## src/rtl/usb_gint_pkg.sv

```systemverilog
package usb_gint_pkg;

  localparam int unsigned GS_W = 32;

  localparam int unsigned B_MODE   = 0;
  localparam int unsigned B_SOF    = 3;
  localparam int unsigned B_RXLVL  = 4;
  localparam int unsigned B_NPTXE  = 5;
  localparam int unsigned B_BUSRST = 12;
  localparam int unsigned B_PTXE   = 26;
  localparam int unsigned B_CIDCHG = 28;
  localparam int unsigned B_DISC   = 29;
  localparam int unsigned B_SESS   = 30;
  localparam int unsigned B_WAKE   = 31;

  localparam logic [GS_W-1:0] STICKY_MASK =
    (32'h1 << B_WAKE) | (32'h1 << B_SESS) | (32'h1 << B_DISC) |
    (32'h1 << B_CIDCHG) | (32'h1 << B_BUSRST) | (32'h1 << B_SOF);
  localparam logic [GS_W-1:0] HOST_ONLY_MASK = 32'h1 << B_DISC;
  localparam logic [GS_W-1:0] DEV_ONLY_MASK  = 32'h1 << B_BUSRST;
  localparam logic [GS_W-1:0] LIVE_MASK =
    (32'h1 << B_PTXE) | (32'h1 << B_NPTXE) | (32'h1 << B_RXLVL) | (32'h1 << B_MODE);
  localparam logic [GS_W-1:0] DEFINED_MASK = STICKY_MASK | LIVE_MASK;
  localparam logic [GS_W-1:0] RESET_WORD = 32'h0400_0020;

  // Periodic TX empty threshold: queue must have room, FIFO must be empty enough.
  function automatic logic ptx_thr_met(input int unsigned free_words,
                                       input int unsigned depth,
                                       input int unsigned q_free,
                                       input logic        need_full);
    logic lvl_ok;
    lvl_ok = need_full ? (free_words >= depth) : ((2 * free_words) >= depth);
    return (q_free != 0) && lvl_ok;
  endfunction

  // Hide the bits that belong to the other role.
  function automatic logic [GS_W-1:0] role_view(input logic [GS_W-1:0] st,
                                                input logic            is_host);
    return st & ~(is_host ? DEV_ONLY_MASK : HOST_ONLY_MASK);
  endfunction

endpackage

```

## src/rtl/gint_sticky_bit.sv

```systemverilog
module gint_sticky_bit (
  input  logic clk,
  input  logic rst_n,
  input  logic set_i,
  input  logic clr_i,
  output logic q_o
);
  // Set takes priority so an event coinciding with a clear is kept.
  always_ff @(posedge clk) begin
    if (!rst_n)      q_o <= 1'b0;
    else if (set_i)  q_o <= 1'b1;
    else if (clr_i)  q_o <= 1'b0;
  end
endmodule

```

## src/rtl/gint_live_flags.sv

```systemverilog
module gint_live_flags import usb_gint_pkg::*; #(
  parameter int unsigned PTX_DEPTH = 16,
  parameter int unsigned PQ_DEPTH  = 4,
  parameter int unsigned FREE_W    = $clog2(PTX_DEPTH + 1),
  parameter int unsigned QF_W      = $clog2(PQ_DEPTH + 1)
) (
  input  logic              clk,
  input  logic              rst_n,
  input  logic              host_mode,
  input  logic [FREE_W-1:0] ptx_free_words,
  input  logic [QF_W-1:0]   ptx_q_free,
  input  logic              ptx_lvl_full,
  input  logic              np_tx_empty,
  input  logic              rx_nonempty,
  output logic              ptx_hit_o,
  output logic              ptxe_q,
  output logic              nptxe_q,
  output logic              rxlvl_q,
  output logic              mode_q
);
  assign ptx_hit_o = host_mode &&
    ptx_thr_met(32'(ptx_free_words), PTX_DEPTH, 32'(ptx_q_free), ptx_lvl_full);

  always_ff @(posedge clk) begin
    if (!rst_n) begin
      ptxe_q  <= RESET_WORD[B_PTXE];
      nptxe_q <= RESET_WORD[B_NPTXE];
      rxlvl_q <= RESET_WORD[B_RXLVL];
      mode_q  <= RESET_WORD[B_MODE];
    end else begin
      ptxe_q  <= ptx_hit_o;
      nptxe_q <= np_tx_empty;
      rxlvl_q <= rx_nonempty;
      mode_q  <= host_mode;
    end
  end
endmodule

```

## src/rtl/gint_bus_port.sv

```systemverilog
module gint_bus_port import usb_gint_pkg::*; #(
  parameter int unsigned           ADDR_W     = 12,
  parameter logic [ADDR_W-1:0]     REG_OFFSET = 'h014
) (
  input  logic              clk,
  input  logic              rst_n,
  input  logic              reg_sel,
  input  logic              reg_wr,
  input  logic [ADDR_W-1:0] reg_addr,
  input  logic [GS_W-1:0]   reg_wdata,
  input  logic [GS_W-1:0]   view_i,
  output logic [GS_W-1:0]   clr_o,
  output logic [GS_W-1:0]   rdata_o
);
  logic hit;
  assign hit   = reg_sel && (reg_addr == REG_OFFSET);
  assign clr_o = (hit && reg_wr) ? reg_wdata : '0;

  always_ff @(posedge clk) begin
    if (!rst_n)              rdata_o <= '0;
    else if (hit && !reg_wr) rdata_o <= view_i;
    else                     rdata_o <= '0;
  end
endmodule

```

## src/rtl/usb_gint_status.sv

```systemverilog
module usb_gint_status import usb_gint_pkg::*; #(
  parameter int unsigned       ADDR_W     = 12,
  parameter logic [ADDR_W-1:0] REG_OFFSET = 'h014,
  parameter int unsigned       PTX_DEPTH  = 16,
  parameter int unsigned       PQ_DEPTH   = 4,
  localparam int unsigned      FREE_W     = $clog2(PTX_DEPTH + 1),
  localparam int unsigned      QF_W       = $clog2(PQ_DEPTH + 1)
) (
  input  logic              clk,
  input  logic              rst_n,
  input  logic              host_mode,
  input  logic              wake_evt,
  input  logic              sess_evt,
  input  logic              disc_evt,
  input  logic              cid_chg_evt,
  input  logic              sof_evt,
  input  logic              bus_rst_evt,
  input  logic [FREE_W-1:0] ptx_free_words,
  input  logic [QF_W-1:0]   ptx_q_free,
  input  logic              ptx_lvl_full,
  input  logic              np_tx_empty,
  input  logic              rx_nonempty,
  input  logic [31:0]       irq_mask,
  input  logic              reg_sel,
  input  logic              reg_wr,
  input  logic [ADDR_W-1:0] reg_addr,
  input  logic [31:0]       reg_wdata,
  output logic [31:0]       reg_rdata,
  output logic              irq
);
  // Named internal events, exposed for the bound checker.
  logic [GS_W-1:0] evt_vec;
  logic [GS_W-1:0] gate_vec;
  logic [GS_W-1:0] set_vec;
  logic [GS_W-1:0] clr_vec;
  logic [GS_W-1:0] sticky_q;
  logic [GS_W-1:0] live_vec;
  logic [GS_W-1:0] st_raw;
  logic [GS_W-1:0] view;
  logic            ptx_hit;
  logic            ptxe_q, nptxe_q, rxlvl_q, mode_q;

  always_comb begin
    evt_vec           = '0;
    evt_vec[B_WAKE]   = wake_evt;
    evt_vec[B_SESS]   = sess_evt;
    evt_vec[B_DISC]   = disc_evt;
    evt_vec[B_CIDCHG] = cid_chg_evt;
    evt_vec[B_SOF]    = sof_evt;
    evt_vec[B_BUSRST] = bus_rst_evt;
  end

  // Role gating of event pulses, using the live mode input.
  assign gate_vec = ~(host_mode ? DEV_ONLY_MASK : HOST_ONLY_MASK);
  assign set_vec  = evt_vec & gate_vec & STICKY_MASK;

  gint_bus_port #(.ADDR_W(ADDR_W), .REG_OFFSET(REG_OFFSET)) u_bus (
    .clk(clk), .rst_n(rst_n), .reg_sel(reg_sel), .reg_wr(reg_wr),
    .reg_addr(reg_addr), .reg_wdata(reg_wdata), .view_i(view),
    .clr_o(clr_vec), .rdata_o(reg_rdata)
  );

  for (genvar i = 0; i < GS_W; i++) begin : g_bit
    if (STICKY_MASK[i]) begin : g_sticky
      gint_sticky_bit u_cell (
        .clk(clk), .rst_n(rst_n), .set_i(set_vec[i]), .clr_i(clr_vec[i]),
        .q_o(sticky_q[i])
      );
    end else begin : g_none
      assign sticky_q[i] = 1'b0;
    end
  end

  gint_live_flags #(
    .PTX_DEPTH(PTX_DEPTH), .PQ_DEPTH(PQ_DEPTH), .FREE_W(FREE_W), .QF_W(QF_W)
  ) u_live (
    .clk(clk), .rst_n(rst_n), .host_mode(host_mode),
    .ptx_free_words(ptx_free_words), .ptx_q_free(ptx_q_free),
    .ptx_lvl_full(ptx_lvl_full), .np_tx_empty(np_tx_empty),
    .rx_nonempty(rx_nonempty), .ptx_hit_o(ptx_hit),
    .ptxe_q(ptxe_q), .nptxe_q(nptxe_q), .rxlvl_q(rxlvl_q), .mode_q(mode_q)
  );

  always_comb begin
    live_vec          = '0;
    live_vec[B_PTXE]  = ptxe_q;
    live_vec[B_NPTXE] = nptxe_q;
    live_vec[B_RXLVL] = rxlvl_q;
    live_vec[B_MODE]  = mode_q;
  end

  assign st_raw = sticky_q | live_vec;
  assign view   = role_view(st_raw, mode_q);

  always_ff @(posedge clk) begin
    if (!rst_n) irq <= 1'b0;
    else        irq <= |(view & irq_mask);
  end
endmodule

```

## config.mk

```make
export PLATFORM = sky130hd
export DESIGN_NAME = usb_gint_status
export DESIGN_NICKNAME = d
export VERILOG_FILES = /design/src/rtl/usb_gint_pkg.sv /design/src/rtl/gint_sticky_bit.sv /design/src/rtl/gint_live_flags.sv /design/src/rtl/gint_bus_port.sv /design/src/rtl/usb_gint_status.sv
export SDC_FILE = /design/constraint.sdc
export NUM_CORES = 1
export LEC_CHECK = 0
export ABC_AREA = 1
export BUFFER_PORTS_ARGS = -buffer_cell sky130_fd_sc_hd__buf_4
export CAP_MARGIN = 20
export CORE_ASPECT_RATIO = 1.25
export CORE_MARGIN = 4
export CORE_UTILIZATION = 31
export DETAILED_ROUTE_END_ITERATION = 10
export HOLD_SLACK_MARGIN = 0.06
export PLACE_DENSITY = 0.86
export SKIP_LAST_GASP = 1
export SYNTH_ARGS = -nofsm -noshare
export SYNTH_HDL_FRONTEND = slang
export SYNTH_SLANG_ARGS = --single-unit
```

## constraint.sdc

```tcl
create_clock -name clk -period 1.05 [get_ports clk]
set_clock_uncertainty 0.05 [all_clocks]
set_input_delay 0.105 -clock clk [delete_from_list [all_inputs] [get_ports clk]]
set_output_delay 0.105 -clock clk [all_outputs]
set_load 0.005 [all_outputs]
```

* Word-level counts from Yosys, hierarchy flattened
Cells that the tools add are included.
** Word-level totals
- Word-level logic and storage cells :: 52
- Output and inout bits :: 33
- Bits in registers :: 43
- Bits of input ports :: 98
** Cells by class
- Bitwise operators :: 6
- Equal/unequal tests :: 1
- Muxes and demuxes :: 16
- Order comparisons :: 2
- Reductions and logical operators :: 15
** Operators with widths (number)
- AND 32 bit :: 3
- inverter 30 -> 32 bit :: 2
- two-way mux 30 bit :: 2
- two-way mux 32 bit :: 1
- OR 32 x 27 -> 32 bit :: 1
- OR reduction 32 bit :: 1
- two-way mux 1 bit :: 13
- equality test 12 x 5 -> 1 bit (second input constant) :: 1
- nonzero test 2 bit :: 6
- >= comparator 6 x 5 -> 1 bit (second input constant) :: 1
- >= comparator 5 bit (second input constant) :: 1
- logical AND 1 bit :: 5
- nonzero test 3 bit :: 1
- AND reduction 2 bit :: 1
- zero test 1 bit :: 1

* Depth between registers and ports, before layout
Gate-level depths: netlist of the first run.
- Depth in word-level cells :: 6
- Gate-level depth with buffers :: 7
- Mapped depth without buffers :: 7

* Hierarchy
Synthesis of the first run repeated with hierarchy kept, for this count alone.
** Second synthesis, totals
- Cells, all modules :: 270
- Area total of the unflattened synthesis :: 1854.3 µm²
** By module, submodules not included
- gint_bus_port :: instances 1, cells an instance 182, area each 1302.5 µm², seq. area each 640.6 µm²
- gint_sticky_bit :: instances 6, cells an instance 6, area each 43.8 µm², seq. area each 20.0 µm²
- gint_live_flags :: instances 1, cells an instance 20, area each 148.9 µm², seq. area each 80.1 µm²
- usb_gint_status :: instances 1, cells an instance 32, area each 140.1 µm², seq. area each 20.0 µm²

* Worst setup path after synthesis of the first run
OpenSTA, ideal clock, no wires.
- Path type :: input-to-reg
- Start point :: input port reg_addr[7]
- End point :: register u_bus.rdata_o[29]
- Path buffers :: 0
- Arrival :: 0.781 ns
- Data required time :: 0.927 ns
- Stages on the path :: 4
- Slack :: 0.147 ns
- Setup time :: 0.073 ns
- Cell sequence :: or2_4 -> nor2_8 -> nand3_4 -> nor3b_2
** Between the ends
- Longest elaborated chain between the ends :: 4
** RTL lines
- start, declared :: line usb_gint_status.sv:26 : input logic [ADDR_W-1:0] reg_addr,
- equality test 12 x 5 -> 1 bit :: line gint_bus_port.sv:16 : assign hit = reg_sel && (reg_addr == REG_OFFSET);
- logical AND 1 bit :: line gint_bus_port.sv:16
- logical AND 1 bit :: line gint_bus_port.sv:21 : else if (hit && !reg_wr) rdata_o <= view_i;
- AND reduction 2 bit (no source line)
- end signal, assigned :: line gint_bus_port.sv:21
- end, declared :: line gint_bus_port.sv:13 : output logic [GS_W-1:0] rdata_o
Every way passes these cells.
A chain may end at the register's enable or synchronous reset.

* Worst setup path after layout of the first run
- Start point :: register u_live.mode_q
- End point :: register irq
** Between the ends
- Longest elaborated chain between the ends :: 5
- Elaborated cells between the ends (all ways) :: 6
- Classes of those cells :: 1 x mux; 4 x bitwise; 1 x reduce/logical
** RTL lines
- start, declared :: line gint_live_flags.sv:19 : output logic mode_q
- start signal, assigned :: line gint_live_flags.sv:29 : mode_q <= RESET_WORD[B_MODE];
- start signal, assigned :: line gint_live_flags.sv:34 : mode_q <= host_mode;
- two-way mux 30 bit :: line usb_gint_pkg.sv:39 : return st & ~(is_host ? DEV_ONLY_MASK : HOST_ONLY_MASK);
- inverter 30 -> 32 bit :: line usb_gint_pkg.sv:39
- AND 32 bit * :: line usb_gint_pkg.sv:39
- AND 32 bit * :: line usb_gint_status.sv:97 : else irq <= |(view & irq_mask);
- OR reduction 32 bit * :: line usb_gint_status.sv:97
- end signal, assigned :: line usb_gint_status.sv:97
- end, declared :: line usb_gint_status.sv:29 : output logic irq
Every way passes the cells marked *; elsewhere a longest branch is shown, timed or not.

==> impl_metrics.py, run 1 <==
metrics = {
    "floorplanning": {
        "dieArea_sq_um": 4222,
        "dieHeight_microns": 71.65,
        "chipWidth_microns": 58.92,
        "core_area_sq_um": 3028,
        "pin_count": 131,
        "start_util": 0.3318,
        "num_rows": 22,
    },
    "worst_setup_path": {
        "critPathLaunchType": "register",
        "arrival_ns": 1.10,
        "critPathKind": "register to register",
        "critPathTopFamily": "flip-flops",
        "critical_path_buf_inv_count": 1,
        "crit_path_end_kind": "register",
        "crit_chain": "inv_1 -> nand3_1 -> nand4_1 -> nor2_1 -> a31oi_1",
        "worst_ep_required_time_ns": 1.19,
        "path_max_fanout": 4,
        "cp_slowest_cell": "dfxtp_2",
        "slowest_delay_ns": 0.36,
    },
    "synth": {
        "seq_area_frac_synth": 0.4184,
        "synthCells": 125,
        "ys_ff_latch": 21,
        "yosysUniqueCellTypes": 20,
        "yosysWarnings": 0,
        "synth_area_sq_um": 1005,
        "syn_avg_cell_area_sq_um": 8.038,
    },
    "sta": {
        "fmax_ghz": 1.047,
        "grt_setup_unrepaired": "false",
        "hold_viol_final": 0,
        "hold_ws_ns": 0.06641,
        "min_period_over_period": 0.9095,
        "min_period_ns": 0.9550,
        "report.final.setup_viol": 0,
        "slew_viol_final": 0,
    },
    "placed_design": {
        "dp_cells": 217,
        "portBuffers": 57,
        "placedInstanceArea_sq_um": 1391,
        "place_congestion": 0.7744,
        "hpwl_mm": 1.970,
    },
    "power_and_ir_drop": {
        "comb_power_share": 0.194,
        "p_leak_uw": 0.0008522,
        "irDropWorstVdd_uv": 622.8,
        "power.switching_uw": 367.6,
        "powerDensity_nw_per_um2": 967.6,
        "p_int_uw": 1152,
        "seq_power_share": 0.556,
        "p_total_uw": 1519,
        "swShare": 0.2419,
        "clock_power_share": 0.250,
    },
    "drt": {
        "vias": 949,
        "drtIter0Drc": 22,
        "viasPerCell": 4.021,
        "ant_nets": 0,
        "drt_pass1_iterations": 4,
        "drt-wirelength-per-cell_microns": 10.51,
        "finalWirelength_mm": 2.481,
        "drc_errors": 0,
    },
    "global_route": {
        "grt_pass1_wl_mm": 3.843,
        "grt.total_usage": 0.1153,
        "antenna_found_initial": 0,
        "gr-total-overflow": 0,
        "grt_pass1_vias": 962,
        "grt_max_degree": 13,
    },
    "run_status": {
        "status": "complete, no violations",
    },
    "cts": {
        "post_cts_buffers": 0,
        "clkTransAtPathRegs_ns": 0.12,
        "htreeDepth": 1,
        "clk_latency_ns": 0.30,
        "cts_buffers": 3,
        "root_buffer": "clkbuf_4",
        "clock_sinks": 21,
        "clockBufferDepth": 2,
        "cts_tree": "built",
    },
    "layout": {
        "final_area_sq_um": 1570,
        "final_util": 0.5186,
        "nFillCells": 308,
        "num_antenna_cells": 0,
        "syn2layout_area_growth_pct": 56.29,
        "stdcell_count": 236,
        "drive_above_1_share": 0.3550,
        "nNetsFinal": 299,
    },
    "min_path": {
        "hold_class": "input port to register",
    },
    "flow_run": {
        "cap_violations": 0,
    },
}
-- layout make-up --
cell class	instances	area (sq um)	area share
Clock buffer	3	22.52	0.01434
Clock inverter	1	5.005	0.003187
Inverter	18	67.56	0.04303
Multi-Input combinational cell	85	430.4	0.2741
Sequential cell	21	421.7	0.2685
Tap cell	36	45.04	0.02869
Timing Repair Buffer	72	578.1	0.3681
-- cells in the mapped netlist (all sizes together) --
master / count / area, sq um
a31oi: 1 / 6.260
nor2: 17 / 98.85
o31ai: 1 / 7.510
conb: 1 / 3.750
nand2: 21 / 78.83
a21oi: 6 / 30.03
inv: 18 / 67.56
nor3: 1 / 5.000
nor3b: 1 / 12.51
or2: 2 / 15.02
nand4: 8 / 50.05
nand3b: 1 / 11.26
dfxtp: 21 / 420.4
nand3: 4 / 32.53
buf: 22 / 165.2
-- power by group through the flow --
stage	logic (uW)	clock network, uW	registers, uW
after global routing	329	411	849
after CTS	294	385	844
final	295	380	845
after global placement	243	0	861
after detailed placement	247	0	861
after floorplan	153	0	858
-- per-stage QoR --
step                      setup TNS (ns)  setup WS, ns
after CTS                              0       0.05157
after global routing                   0       0.01833
final                                  0       0.09504
after global placement          -0.05811      -0.05029
after floorplan                        0        0.1465
after detailed placement        -0.08718      -0.05388
-- worst reg2reg max path, cell delays in order (launching register included) --
cell and delay [ns]:
dfxtp_2 0.36, inv_1 0.08, nand3_1 0.08, nand4_1 0.07, nor2_1 0.13, a31oi_1 0.09
-- cells in the final DEF, fill, tap and decap left out --
cell / n
a21oi_1: 6
dfxtp_1: 20
nand4_1: 8
conb_1: 22
nor2_2: 1
nand3_4: 1
or2_4: 1
buf_4: 57
nor3b_2: 1
nor2_8: 2
dlygate4sd3_1: 15
o31ai_1: 1
nand3b_2: 1
inv_1: 17
nor2_1: 14
clkinv_2: 1
nand2_1: 21
a31oi_1: 1
nand3_1: 3
or2_2: 1
inv_2: 1
nor3_1: 1
dfxtp_2: 1
clkbuf_4: 3
-- kinds of logic after synthesis --
kind of cell,count (synthesis),share of synthesized area
other cells,1,0.003732
compound gates,8,0.04359
flops,21,0.4184
simple gates,55,0.3026
buf+inv,40,0.2316
-- sequential cells by signal, summed over array words and instances (netlist names) --
name	flops
g_bit.g_sticky.u_cell.q_o	6
irq	1
u_bus.rdata_o	10
u_live.mode_q	1
u_live.nptxe_q	1
u_live.ptxe_q	1
u_live.rxlvl_q	1
-- final timing paths --
kind / start / endpoint / slack (ns) / cells past startpoint
max: u_live.mode_q / irq / 0.1 / 5
min: ptx_q_free[2] / u_live.ptxe_q / 0.07 / 3
max reg2reg: u_live.mode_q / irq / 0.1 / 5
min reg2reg: u_live.rxlvl_q / u_bus.rdata_o[4] / 0.38 / 2
-- metal layers --
| layer | vias up | global-route usage | share of wire |
|---|---|---|---|
| met2 | 53 | 0.2064 | 0.50 |
| met3 | 4 | 0.02883 | 0.12 |
| met1 | 395 | 0.1268 | 0.36 |
| met4 | 0 | 0.04534 | 0.014 |
| li1 | 497 | - | - |
| met5 | - | 0 | 0 |
-- repair_timing --
action                                  CTS  global route
endpoints found under the setup margin    0             1
endpoints found under the hold margin    11             0
gates resized for setup                   0             1
hold buffers                             15             0
No activity file was read; power rests on OpenSTA's default activity.
==> run 2, diff against run 1 <==
--- a/config.mk
+++ b/config.mk
@@ -14,6 +14,7 @@
 export DETAILED_ROUTE_END_ITERATION = 10
 export HOLD_SLACK_MARGIN = 0.06
 export PLACE_DENSITY = 0.86
+export REMOVE_ABC_BUFFERS = 1
 export SKIP_LAST_GASP = 1
 export SYNTH_ARGS = -nofsm -noshare
 export SYNTH_HDL_FRONTEND = slang
==> impl_metrics.py, run 2 (synthesized netlist as in run 1, its figures left out) <==
metrics = {
    "run_status": {
        "status": "complete, no violations",
    },
    "worst_setup_path": {
        "arrival_ns": 1.07,
        "crit_path_end_kind": "register",
        "critPathLaunchType": "input port",
        "worst_ep_required_time_ns": 1.19,
        "critPathKind": "input port to register",
        "path_max_fanout": 1,
    },
    "sta": {
        "grt_setup_unrepaired": "false",
        "hold_ws_ns": 0.06516,
        "finalSetupTns_ns": 0,
        "fmax_ghz": 1.076,
        "hold_viol_final": 0,
        "min_period_ns": 0.9295,
        "report.final.setup_viol": 0,
        "slew_viol_final": 0,
        "min_period_over_period": 0.8853,
    },
    "power_and_ir_drop": {
        "p_total_uw": 1525,
        "powerDensity_nw_per_um2": 953.8,
        "irDropWorstVdd_uv": 615.0,
        "p_leak_uw": 0.0008620,
    },
    "layout": {
        "nFillCells": 295,
        "nNetsFinal": 302,
        "drive_above_1_share": 0.3448,
        "top_register": "u_bus.rdata_o",
        "syn2layout_area_growth_pct": 59.15,
        "multiInputGateArea_sq_um": 430.4,
        "reg_top3": "u_bus.rdata_o (10), g_bit.g_sticky.u_cell.q_o (6)",
        "mostFrequentLayoutCells": "buf_4, conb_1, nand2_1",
        "num_antenna_cells": 0,
        "largest_register_ffs": 10,
        "regArea_sq_um": 421.7,
        "layout_commonest_cell": "buf_4",
        "final_util": 0.5281,
        "final_area_sq_um": 1599,
    },
    "floorplanning": {
        "chipWidth_microns": 58.92,
        "pin_count": 131,
        "start_util": 0.3318,
        "dieHeight_microns": 71.65,
        "dieArea_sq_um": 4222,
        "core_area_sq_um": 3028,
        "num_rows": 22,
    },
    "drt": {
        "ant_nets": 0,
        "drt-wirelength-per-cell_microns": 10.51,
        "drc_errors": 0,
        "viasPerCell": 4.013,
        "drt_pass1_iterations": 4,
        "vias": 959,
        "drtIter0Drc": 4,
        "finalWirelength_mm": 2.511,
    },
    "cts": {
        "clkTransAtPathRegs_ns": 0.10,
        "cts_tree": "built",
        "clock_sinks": 21,
        "clk_latency_ns": 0.30,
        "root_buffer": "clkbuf_4",
        "cts_buffers": 3,
        "post_cts_buffers": 0,
        "htreeDepth": 1,
        "clockBufferDepth": 2,
    },
    "global_route": {
        "grt.total_usage": 0.1139,
        "antenna_found_initial": 0,
        "grt_pass1_wl_mm": 3.705,
        "gr-total-overflow": 0,
        "grt_pass1_vias": 897,
        "grt_max_degree": 12,
    },
    "flow_run": {
        "cap_violations": 0,
    },
    "placed_design": {
        "place_congestion": 0.7397,
        "hpwl_mm": 1.906,
        "placedInstanceArea_sq_um": 1391,
        "portBuffers": 57,
    },
    "min_path": {
        "hold_class": "input port to register",
    },
}
[run 2: cell count changes in the layout (fill, tap and decap cells not counted)]
| cell | delta |
|---|---|
| dlygate4sd3_1 | +3 |
| clkinv_2 | -1 |
| clkbuf_1 | +1 |
[run 2: report_power, final]
part	leakage (uW)	switching, uW	internal, uW
combinational	0.000674	112	191
sequential	0.000173	17.9	826
clock	0.0000150	230	148
total	0.000862	360	1170
[run 2: through the flow]
step	instances	setup slack (ns)
finish	239	0.1205
global route	239	0.02376
CTS	239	0.09290
detailed placement	217	-0.05996
global placement	217	-0.04169
floorplan	124	0.1465
[run 2: cell type report]
cell class,instances,share of cell area
repair buffers,75,0.3803
multi-input cells,85,0.2692
clock buffers,4,0.01643
inverters,18,0.04225
well taps,36,0.02817
flip-flops and latches,21,0.2637
[run 2: final timing paths]
path                              endpoint  cells after the start  slack [ns]          start
max                         u_live.nptxe_q                      3        0.12    np_tx_empty
max reg2reg                            irq                      5        0.13  u_live.mode_q
min reg2reg              u_bus.rdata_o[26]                      2        0.38  u_live.ptxe_q
min          g_bit[31].g_sticky.u_cell.q_o                      4        0.07  reg_wdata[31]
[run 2: per-layer routing]
metal  part of all wire  up-vias  global-route usage
li1                   -      502                   -
met5                  0        -                   0
met4              0.023        0             0.06045
met2               0.49       61              0.2039
met1               0.35      389              0.1181
met3               0.14        7             0.02883
[run 2: critical path, stage by stage]
cell	delay (ns)
dlygate4sd3_1	0.55
buf_4	0.14
or2_2	0.28
[run 2: repair_timing]
action,in CTS,in global routing
hold endpoints to repair,11,0
gates resized for setup,0,1
hold buffers,18,0
endpoints found under the setup margin,0,1
